### src/rtl/twl_pkg.sv
package twl_pkg;
    typedef enum logic [1:0] {
        LK_OFF    = 2'd0,
        LK_IDLE   = 2'd1,
        LK_LINKED = 2'd2,
        LK_FAULT  = 2'd3
    } link_st_t;

    localparam logic [1:0] ADDR_STAT = 2'd0;
    localparam logic [1:0] ADDR_CFG  = 2'd1;
    localparam logic [1:0] ADDR_CONN = 2'd2;
endpackage

### src/rtl/twl_sync.sv
module twl_sync #(
    parameter int W = 4
) (
    input  logic         clk,
    input  logic         rst_n,
    input  logic [W-1:0] d,
    output logic [W-1:0] q
);
    logic [W-1:0] stage1;

    always_ff @(posedge clk or negedge rst_n) begin
        if (!rst_n) begin
            stage1 <= '0;
            q      <= '0;
        end else begin
            stage1 <= d;
            q      <= stage1;
        end
    end
endmodule

### src/rtl/twl_cfg_regs.sv
module twl_cfg_regs
    import twl_pkg::*;
#(
    parameter int NCH   = 4,
    parameter int REG_W = 8
) (
    input  logic             clk,
    input  logic             rst_n,
    input  logic             gate_off,
    input  logic             wr_en,
    input  logic [1:0]       wr_addr,
    input  logic [REG_W-1:0] wr_data,
    input  logic [1:0]       rd_addr,
    input  logic [NCH-1:0]   req,
    input  logic [NCH-1:0]   act,
    input  logic [NCH-1:0]   ds_state,
    input  logic             stuck,
    output logic             ovr,
    output logic             conn_wr,
    output logic [NCH-1:0]   conn_data,
    output logic [REG_W-1:0] rd_data
);
    always_ff @(posedge clk or negedge rst_n) begin
        if (!rst_n) begin
            ovr <= 1'b0;
        end else if (gate_off) begin
            ovr <= 1'b0;
        end else if (wr_en && wr_addr == ADDR_CFG) begin
            ovr <= wr_data[0];
        end
    end

    assign conn_wr   = wr_en && !gate_off && (wr_addr == ADDR_CONN);
    assign conn_data = wr_data[NCH-1:0];

    always_comb begin
        rd_data = '0;
        case (rd_addr)
            ADDR_STAT: begin
                rd_data[REG_W-1] = stuck;
                rd_data[NCH-1:0] = ds_state;
            end
            ADDR_CFG: begin
                rd_data[0] = ovr;
            end
            ADDR_CONN: begin
                rd_data[NCH-1:0]     = req;
                rd_data[2*NCH-1:NCH] = act;
            end
            default: rd_data = '0;
        endcase
    end
endmodule

### src/rtl/twl_link_fsm.sv
module twl_link_fsm
    import twl_pkg::*;
#(
    parameter int NCH = 4
) (
    input  logic           clk,
    input  logic           rst_n,
    input  logic           gate_off,
    input  logic           stuck,
    input  logic           conn_wr,
    input  logic [NCH-1:0] conn_data,
    input  logic           ovr,
    input  logic [NCH-1:0] ds_state,
    output logic [NCH-1:0] req,
    output logic [NCH-1:0] act,
    output logic           linked
);
    link_st_t       st_q, st_d;
    logic [NCH-1:0] req_d, act_d;
    logic [NCH-1:0] grant;

    always_ff @(posedge clk or negedge rst_n) begin
        if (!rst_n) begin
            st_q <= LK_OFF;
            req  <= '0;
            act  <= '0;
        end else begin
            st_q <= st_d;
            req  <= req_d;
            act  <= act_d;
        end
    end

    always_comb begin
        st_d  = st_q;
        req_d = req;
        act_d = act;
        grant = conn_data & (ovr ? {NCH{1'b1}} : ds_state);
        if (gate_off) begin
            st_d  = LK_OFF;
            req_d = '0;
            act_d = '0;
        end else begin
            unique case (st_q)
                LK_OFF, LK_IDLE, LK_FAULT: begin
                    if (conn_wr) begin
                        req_d = conn_data;
                        if ((|grant) && !stuck) begin
                            st_d  = LK_LINKED;
                            act_d = grant;
                        end else begin
                            act_d = '0;
                            st_d  = (st_q == LK_FAULT && stuck) ? LK_FAULT : LK_IDLE;
                        end
                    end else if (st_q == LK_FAULT && !stuck) begin
                        st_d = LK_IDLE;
                    end else if (st_q == LK_OFF) begin
                        st_d = LK_IDLE;
                    end
                end
                LK_LINKED: begin
                    if (stuck) begin
                        st_d  = LK_FAULT;
                        req_d = '0;
                        act_d = '0;
                    end else if (conn_wr) begin
                        req_d = conn_data;
                        if (|grant) begin
                            act_d = grant;
                        end else begin
                            st_d  = LK_IDLE;
                            act_d = '0;
                        end
                    end
                end
            endcase
        end
    end

    assign linked = (st_q == LK_LINKED);
endmodule

### src/rtl/twl_wired_and.sv
module twl_wired_and #(
    parameter int NCH = 4
) (
    input  logic           linked,
    input  logic [NCH-1:0] act,
    input  logic           up_sda_in,
    input  logic           up_scl_in,
    input  logic [NCH-1:0] ds_sda_in,
    input  logic [NCH-1:0] ds_scl_in,
    output logic           up_sda_pull,
    output logic           up_scl_pull,
    output logic [NCH-1:0] ds_sda_pull,
    output logic [NCH-1:0] ds_scl_pull
);
    logic [NCH-1:0] sda_part, scl_part;
    logic           sda_lvl, scl_lvl;

    generate
        for (genvar i = 0; i < NCH; i++) begin : g_ch
            assign sda_part[i]    = ds_sda_in[i] | ~act[i];
            assign scl_part[i]    = ds_scl_in[i] | ~act[i];
            assign ds_sda_pull[i] = linked & act[i] & ~sda_lvl;
            assign ds_scl_pull[i] = linked & act[i] & ~scl_lvl;
        end
    endgenerate

    assign sda_lvl     = up_sda_in & (&sda_part);
    assign scl_lvl     = up_scl_in & (&scl_part);
    assign up_sda_pull = linked & ~sda_lvl;
    assign up_scl_pull = linked & ~scl_lvl;
endmodule

### src/rtl/twl_link_ctrl.sv
module twl_link_ctrl #(
    parameter int NCH   = 4,
    parameter int REG_W = 8
) (
    input  logic             clk,
    input  logic             rst_n,
    input  logic             uvlo,
    input  logic             enable,
    input  logic             wr_en,
    input  logic [1:0]       wr_addr,
    input  logic [REG_W-1:0] wr_data,
    input  logic [1:0]       rd_addr,
    output logic [REG_W-1:0] rd_data,
    input  logic             stuck_flag,
    input  logic             up_sda_in,
    input  logic             up_scl_in,
    input  logic [NCH-1:0]   ds_sda_in,
    input  logic [NCH-1:0]   ds_scl_in,
    input  logic [NCH-1:0]   alert_n_in,
    output logic             up_sda_pull,
    output logic             up_scl_pull,
    output logic [NCH-1:0]   ds_sda_pull,
    output logic [NCH-1:0]   ds_scl_pull,
    output logic             ready_pull,
    output logic             alert_pull
);
    logic           gate_off;
    logic [NCH-1:0] ds_state;
    logic           ovr, conn_wr, linked;
    logic [NCH-1:0] conn_data, req_mask, act_mask;
    logic           sda_pull_raw, scl_pull_raw;
    logic [NCH-1:0] ds_sda_raw, ds_scl_raw;

    assign gate_off = uvlo | ~enable;

    twl_sync #(.W(NCH)) u_sync (
        .clk(clk), .rst_n(rst_n), .d(ds_sda_in & ds_scl_in), .q(ds_state)
    );

    twl_cfg_regs #(.NCH(NCH), .REG_W(REG_W)) u_regs (
        .clk(clk), .rst_n(rst_n), .gate_off(gate_off),
        .wr_en(wr_en), .wr_addr(wr_addr), .wr_data(wr_data),
        .rd_addr(rd_addr), .req(req_mask), .act(act_mask),
        .ds_state(ds_state), .stuck(stuck_flag),
        .ovr(ovr), .conn_wr(conn_wr), .conn_data(conn_data), .rd_data(rd_data)
    );

    twl_link_fsm #(.NCH(NCH)) u_fsm (
        .clk(clk), .rst_n(rst_n), .gate_off(gate_off), .stuck(stuck_flag),
        .conn_wr(conn_wr), .conn_data(conn_data), .ovr(ovr),
        .ds_state(ds_state), .req(req_mask), .act(act_mask), .linked(linked)
    );

    twl_wired_and #(.NCH(NCH)) u_wand (
        .linked(linked), .act(act_mask),
        .up_sda_in(up_sda_in), .up_scl_in(up_scl_in),
        .ds_sda_in(ds_sda_in), .ds_scl_in(ds_scl_in),
        .up_sda_pull(sda_pull_raw), .up_scl_pull(scl_pull_raw),
        .ds_sda_pull(ds_sda_raw), .ds_scl_pull(ds_scl_raw)
    );

    assign up_sda_pull = sda_pull_raw & ~uvlo;
    assign up_scl_pull = scl_pull_raw & ~uvlo;
    assign ds_sda_pull = ds_sda_raw & {NCH{~uvlo}};
    assign ds_scl_pull = ds_scl_raw & {NCH{~uvlo}};
    assign ready_pull  = ~uvlo & ~linked;
    assign alert_pull  = ~uvlo & ~(&alert_n_in);
endmodule

### config.mk
export PLATFORM = sky130hd
export DESIGN_NAME = twl_link_ctrl
export DESIGN_NICKNAME = d
export VERILOG_FILES = /design/src/rtl/twl_pkg.sv /design/src/rtl/twl_sync.sv /design/src/rtl/twl_cfg_regs.sv /design/src/rtl/twl_link_fsm.sv /design/src/rtl/twl_wired_and.sv /design/src/rtl/twl_link_ctrl.sv
export SDC_FILE = /design/constraint.sdc
export NUM_CORES = 1
export LEC_CHECK = 0
export BUFFER_PORTS_ARGS = -buffer_cell sky130_fd_sc_hd__buf_2
export CORE_MARGIN = 8
export CORE_UTILIZATION = 47
export DETAILED_ROUTE_END_ITERATION = 10
export GPL_TIMING_DRIVEN = 0
export PLACE_DENSITY = 0.79
export RECOVER_POWER = 100
export REMOVE_ABC_BUFFERS = 1
export SLEW_MARGIN = 20
export SYNTH_ARGS = -nofsm -noshare
export SYNTH_HDL_FRONTEND = slang
export SYNTH_HIERARCHICAL = 1
export SYNTH_SLANG_ARGS = --single-unit
### constraint.sdc
create_clock -name clk -period 1.26 [get_ports clk]
set_input_delay 0.063 -clock clk [delete_from_list [all_inputs] [get_ports clk]]
set_output_delay 0.063 -clock clk [all_outputs]
set_load 0.02 [all_outputs]
# Yosys cells after proc, flatten, opt, wreduce, memory -nomap -nowiden
# Cells that the tools add are included.
[totals] reg_bits=19 elab_cells=106
[classes] n_mux=28 n_eq_ne=11 n_bitwise=43 reduce_logical=18
[ops] cell="$mux W4" count=10
[ops] cell="$and A1 B1 Y1" count=20
[ops] cell="$mux W2" count=9
[ops] cell="$and A4 B4 Y4" count=4
[ops] cell="$pmux W4 S2" count=2
[ops] cell="$reduce_and A4 Y1" count=3
[ops] cell="$not A1 Y1" count=10
[ops] cell="$or A1 B1 Y1" count=9
[ops] cell="$eq A2 B2 Y1 const B" count=4
[ops] cell="$eq A2 B1 Y1 const B" count=3
[ops] cell="$logic_and A1 B1 Y1" count=6
[ops] cell="$pmux W3 S2" count=1
[ops] cell="$ne A5 B3 Y1 const B" count=1
[ops] cell="$logic_not A2 Y1" count=2
[ops] cell="$ne A4 B3 Y1 const B" count=1
[ops] cell="$ne A4 B4 Y1 const B" count=1
[ops] cell="$pmux W2 S2" count=1
[ops] cell="$reduce_or A4 Y1" count=1
[ops] cell="$mux W3" count=1
[ops] cell="$ne A3 B3 Y1 const B" count=1
[ops] cell="$pmux W1 S3" count=1
[ops] cell="$reduce_and A3 Y1" count=1
[ops] cell="$reduce_or A3 Y1" count=1
[ops] cell="$logic_not A1 Y1" count=2
[ops] cell="4 further kinds" count=5

# Depth between registers and ports, before layout
[depth] depth_word=9 mapped_depth=7

# Modules after synthesis
# Netlist, hierarchy kept.
[modules_own_cells] mod="twl_link_fsm" area_per_inst_um2=498.0 seq_area_each_um2=250.2 cells_each=42 instances=1
[modules_own_cells] mod="twl_cfg_regs" area_per_inst_um2=216.5 seq_area_each_um2=25.0 cells_each=26 instances=1
[modules_own_cells] mod="twl_sync" area_per_inst_um2=200.2 seq_area_each_um2=200.2 cells_each=8 instances=1
[modules_own_cells] mod="twl_wired_and" area_per_inst_um2=151.4 seq_area_each_um2=0.0 cells_each=23 instances=1
[modules_own_cells] mod="twl_link_ctrl" area_per_inst_um2=121.4 seq_area_each_um2=0.0 cells_each=18 instances=1

# Worst setup path before layout
# No wires, ideal clock.
[synth_timing] path_type="in2reg" startpoint="in uvlo" endpoint="reg u_fsm.st_q[1]" path_stages=7 required_ps=1193 slack_ps=-301 t_arrival_ps=1494 path_cell_list="buf_4 -> nand2b_1 -> nor4bb_1 -> buf_6 -> or3b_4 -> clkinv_1 -> a32o_1"
[synth_between] elab_chain_len=7
[synth_rtl] item="start, declared" line_no="twl_link_ctrl.sv:7" source="input logic uvlo,"
[synth_rtl] item="$or A1 B1 Y1 (*)" line_no="twl_link_ctrl.sv:34" source="assign gate_off = uvlo | ~enable;"
[synth_rtl] item="net gate_off" line_no="twl_link_ctrl.sv:27" source="logic gate_off;"
[synth_rtl] item="$logic_not A1 Y1 (*)" line_no="twl_cfg_regs.sv:33" source="assign conn_wr = wr_en && !gate_off && (wr_addr == ADDR_CONN);"
[synth_rtl] item="$logic_and A1 B1 Y1 (*) (2 in a row)" line_no="twl_cfg_regs.sv:33"
[synth_rtl] item="net conn_wr" line_no="twl_link_ctrl.sv:29" source="logic ovr, conn_wr, linked;"
[synth_rtl] item="$mux W2" line_no="twl_link_fsm.sv:46" source="if (conn_wr) begin"
[synth_rtl] item="$pmux W2 S2" line_no="twl_link_fsm.sv:44" source="unique case (st_q)"
[synth_rtl] item="$mux W2" line_no="twl_link_fsm.sv:39" source="if (gate_off) begin"
[synth_rtl] item="end signal, assigned" line_no="twl_link_fsm.sv:28" source="st_q <= st_d;"
[synth_rtl] item="end, declared" line_no="twl_link_fsm.sv:18" source="link_st_t st_q, st_d;"
# Mark *: on every way through the listed nets, which the timed path passes. The rest lies on a longest branch.
# A chain may end at the register's enable or synchronous reset.

# Worst setup path in the final report
[layout_timing] startpoint="reg u_fsm.st_q[0]" endpoint="out up_sda_pull"
[layout_between] elab_chain_len=3
[layout_rtl] item="$eq A2 B2 Y1" line_no="twl_link_fsm.sv:80" source="assign linked = (st_q == LK_LINKED);"
[layout_rtl] item="net linked" line_no="twl_link_ctrl.sv:29"
[layout_rtl] item="$and A1 B1 Y1" line_no="twl_wired_and.sv:29" source="assign up_sda_pull = linked & ~sda_lvl;"
[layout_rtl] item="net sda_pull_raw" line_no="twl_link_ctrl.sv:31" source="logic sda_pull_raw, scl_pull_raw;"
[layout_rtl] item="$and A1 B1 Y1" line_no="twl_link_ctrl.sv:62" source="assign up_sda_pull = sda_pull_raw & ~uvlo;"
[layout_rtl] item="end, declared" line_no="twl_link_ctrl.sv:20" source="output logic up_sda_pull,"
# The timed path passes the listed nets, and every way through them passes these cells.

==> out/results.tsv <==
stage	metric	value	unit
place	Place WS	-597.1	ps
floorplan	cell row count	18	
job	Max Cap Viol	0	
clocking	maximum clock path buffer count	2	
pwr	pwr dens	695.3	nW/um^2
final_layout	Filler cells	192	
floorplan	initial core utilization	48.82	%
synthesis	Post-Synthesis Cells	117	
final_layout	share of cells above drive strength 1	45.51	%
timing	worst slew pin tran	463.4	ps
routing	ANT nets after route	0	
place	dpl hpwl	2.449	mm
routing	Routed WL	3.394	mm
final_layout	fin cells	208	
routing	drt drc	0	
floorplan	die area	4390	sq um
clocking	Clock Latency Late Sink	300	ps
critical_path	required time worst endpoint	1200	ps
grt	total track usage	15.49	%
grt	initial antenna violation count	0	
clocking	CTS tree	yes	
synthesis	Yosys warnings	6	
critical_path	kind of critical path	reg2out	
routing	drt first pass iters	4	
timing	final count of negative-setup-slack endpoints	22	
min_path	HP Class	in2reg	
grt	vias in the first global route	1167	
pwr	VDD IR-drop max	0.5360	mV
clocking	clock sinks	19	
synthesis	post-synthesis sequential area ratio	40.04	%
timing	Worst Skew	5.464	ps
synthesis	syn avg cell area	10.15	sq um
timing	Final period util	127.5	%
timing	final setup margin	-346.2	ps
place	Final Wtd Congestion	0.8299	
place	DP Area	1414	sq um
grt	global route overflow	0	
timing	Slew headroom	69.11	%
critical_path	Setup crit end kind	primary output	
status	failing checks	setup timing	
critical_path	startpoint types	register	
final_layout	Reg area	478.0	sq um
floorplan	die height	66.26	um
routing	WL per Instance	16.32	um
floorplan	io pins	52	
pwr	Pleak	0.7788	nW
timing	setup_tns	-4187	ps
final_layout	nets	211	
floorplan	core box area	2432	sq um
synthesis	Seq cells post-synth	19	
routing	DRT iter0 DRCs	45	
grt	largest net degree at the start of global routing	20	
place	Port-buffer cells	47	
final_layout	Finished Cell Area	1648	sq um
synthesis	Synth Cell Area	1187	sq um
clocking	H-tree levels	1	
clocking	Inserted Clock Buffers	3	
place	# placed instances	188	
grt	first-pass GRT wire length	5.375	mm
floorplan	Die Wd	66.26	um
routing	vias per cell	5.413	
critical_path	CP Max Fanout	7	
timing	post-route minimum period	1606	ps
timing	unrepaired setup endpoints after global routing	yes	
status	status	finished, violations left	
timing	Max Fclk	622.6	MHz
timing	endpoints failing hold	0	
routing	via count	1126	
timing	Max Slew Vio Count	0	
final_layout	Area Overhead vs Synth	38.78	%
clocking	root buf cell	clkbuf_4	
synthesis	Cell variety after synth	31	
critical_path	Worst Path Arrival	1540	ps
final_layout	ant diodes	0	
clocking	Worst-path clk slew	110	ps
final_layout	area of the multi-input gates	676.9	sq um
==> critical path, cell delays in order (launching register included) <==
cell	delay, ps
dfrtp_1	430
nor2b_4	210
buf_4	150
a21boi_2	130
nor2b_1	160
buf_4	160
==> flip-flops by register name, summed over array words and instances (netlist names) <==
name	count
u_fsm/act	4
u_sync/stage1	4
u_fsm/req	4
u_fsm/st_q	2
u_regs/ovr	1
u_sync/q	4
==> placed cells by master (no fill, tap or decap), types with 2 or more instances in the layout <==
cell,count
nor2b_4,2
buf_4,20
dfrtp_2,2
dlygate4sd3_1,7
mux2i_1,9
nor2b_2,2
dfrtp_1,17
and2_1,5
buf_2,33
o21ai_0,4
nand3b_1,2
o2111a_2,2
o2bb2ai_1,4
a21oi_1,4
nand2_1,4
nand2b_1,9
inv_1,2
clkbuf_4,3
nor2b_1,9
a21boi_2,2
and2_0,2
nor2_1,10
a21oi_2,4
a22oi_1,2
buf_6,2
==> Yosys cell counts (all sizes together) <==
library cell	number	area, sq um
mux2i	10	100.1
o21bai	1	7.510
a221oi	1	15.01
nand2b	9	56.30
and2	7	43.79
a21boi	2	22.52
nand2	4	15.01
o41ai	1	16.27
nand3b	2	15.01
clkinv	1	3.750
dfrtp	19	475.5
a21oi	8	47.55
nand3	1	5.000
inv	2	7.510
a21o	1	7.510
o2bb2ai	4	35.03
o21ai	5	25.02
a211oi	1	7.510
buf	7	60.06
a32o	1	10.01
nor2	10	37.54
or3b	1	11.26
o2111a	2	25.02
nor4bb	1	10.01
nor2b	13	96.35
a22oi	2	15.01
a41oi	1	16.27
==> metrics by stage <==
stage | hold slack, ps | power, mW | utilization [%]
6_report | 15.72 | 1.146 | 67.75
3_3_place_gp | 11.87 | 0.8113 | 57.56
4_1_cts | 1.854 | 1.150 | 65.02
2_1_floorplan | -232.6 | 0.7175 | -
5_1_grt | 37.09 | 1.197 | 67.75
3_5_place_dp | 21.50 | 0.8227 | 58.13
==> path summary, 6_finish.rpt <==
kind	startpoint	endpoint	slack (ps)	cells past startpoint
worst max-delay path	u_fsm/st_q[0]	up_sda_pull	-350	5
worst min-delay path	ds_sda_in[1]	u_sync/stage1[1]	20	2
worst max register to register	u_fsm/st_q[1]	u_fsm/act[0]	0	4
worst min register to register	u_sync/stage1[0]	u_sync/q[0]	360	0
max in group asynchronous	rst_n	u_fsm/act[0]	670	2
min in group asynchronous	rst_n	u_fsm/act[2]	250	2
==> cell type report <==
cell class	count	area share, %
clock buffer	3	1.367
multi-input combinational	88	41.08
sequential	19	29.01
clock inverter	1	0.3037
tap	30	2.278
timing repair buffer	64	25.28
inverter	3	0.6834
==> power by group <==
part	leakage (nW)	internal, mW	switching, mW
clock	0.0177	0.118	0.187
sequential	0.252	0.625	0.0110
combinational	0.509	0.0956	0.109
==> cells by family after synthesis <==
group                  after synthesis  synth area share (%)
buffers and inverters               10                 6.006
and+or+nand+nor                     48                 24.45
DFF                                 19                 40.04
AOI/OAI and AO/OA                   30                 21.07
muxes                               10                 8.430
==> timing repair <==
| item | 4_1_cts | 5_1_grt |
|---|---|---|
| resized for setup | 12 | 11 |
| endpoints found under the setup margin | 21 | 23 |
| hold buffers | 7 | 0 |
| endpoints found under the hold margin | 23 | 0 |
| buffers inserted | 4 | 5 |
| pin swaps | 6 | 2 |
==> layer usage <==
metal | wire [um] | GRT usage, % | up-vias
met5 | 0 | 0 | -
met4 | 79 | 8.533 | 0
met3 | 368 | 4.407 | 7
met2 | 1522 | 24.61 | 64
met1 | 1423 | 18.34 | 524
li1 | - | - | 531
Power figures use the tool's default switching activity.
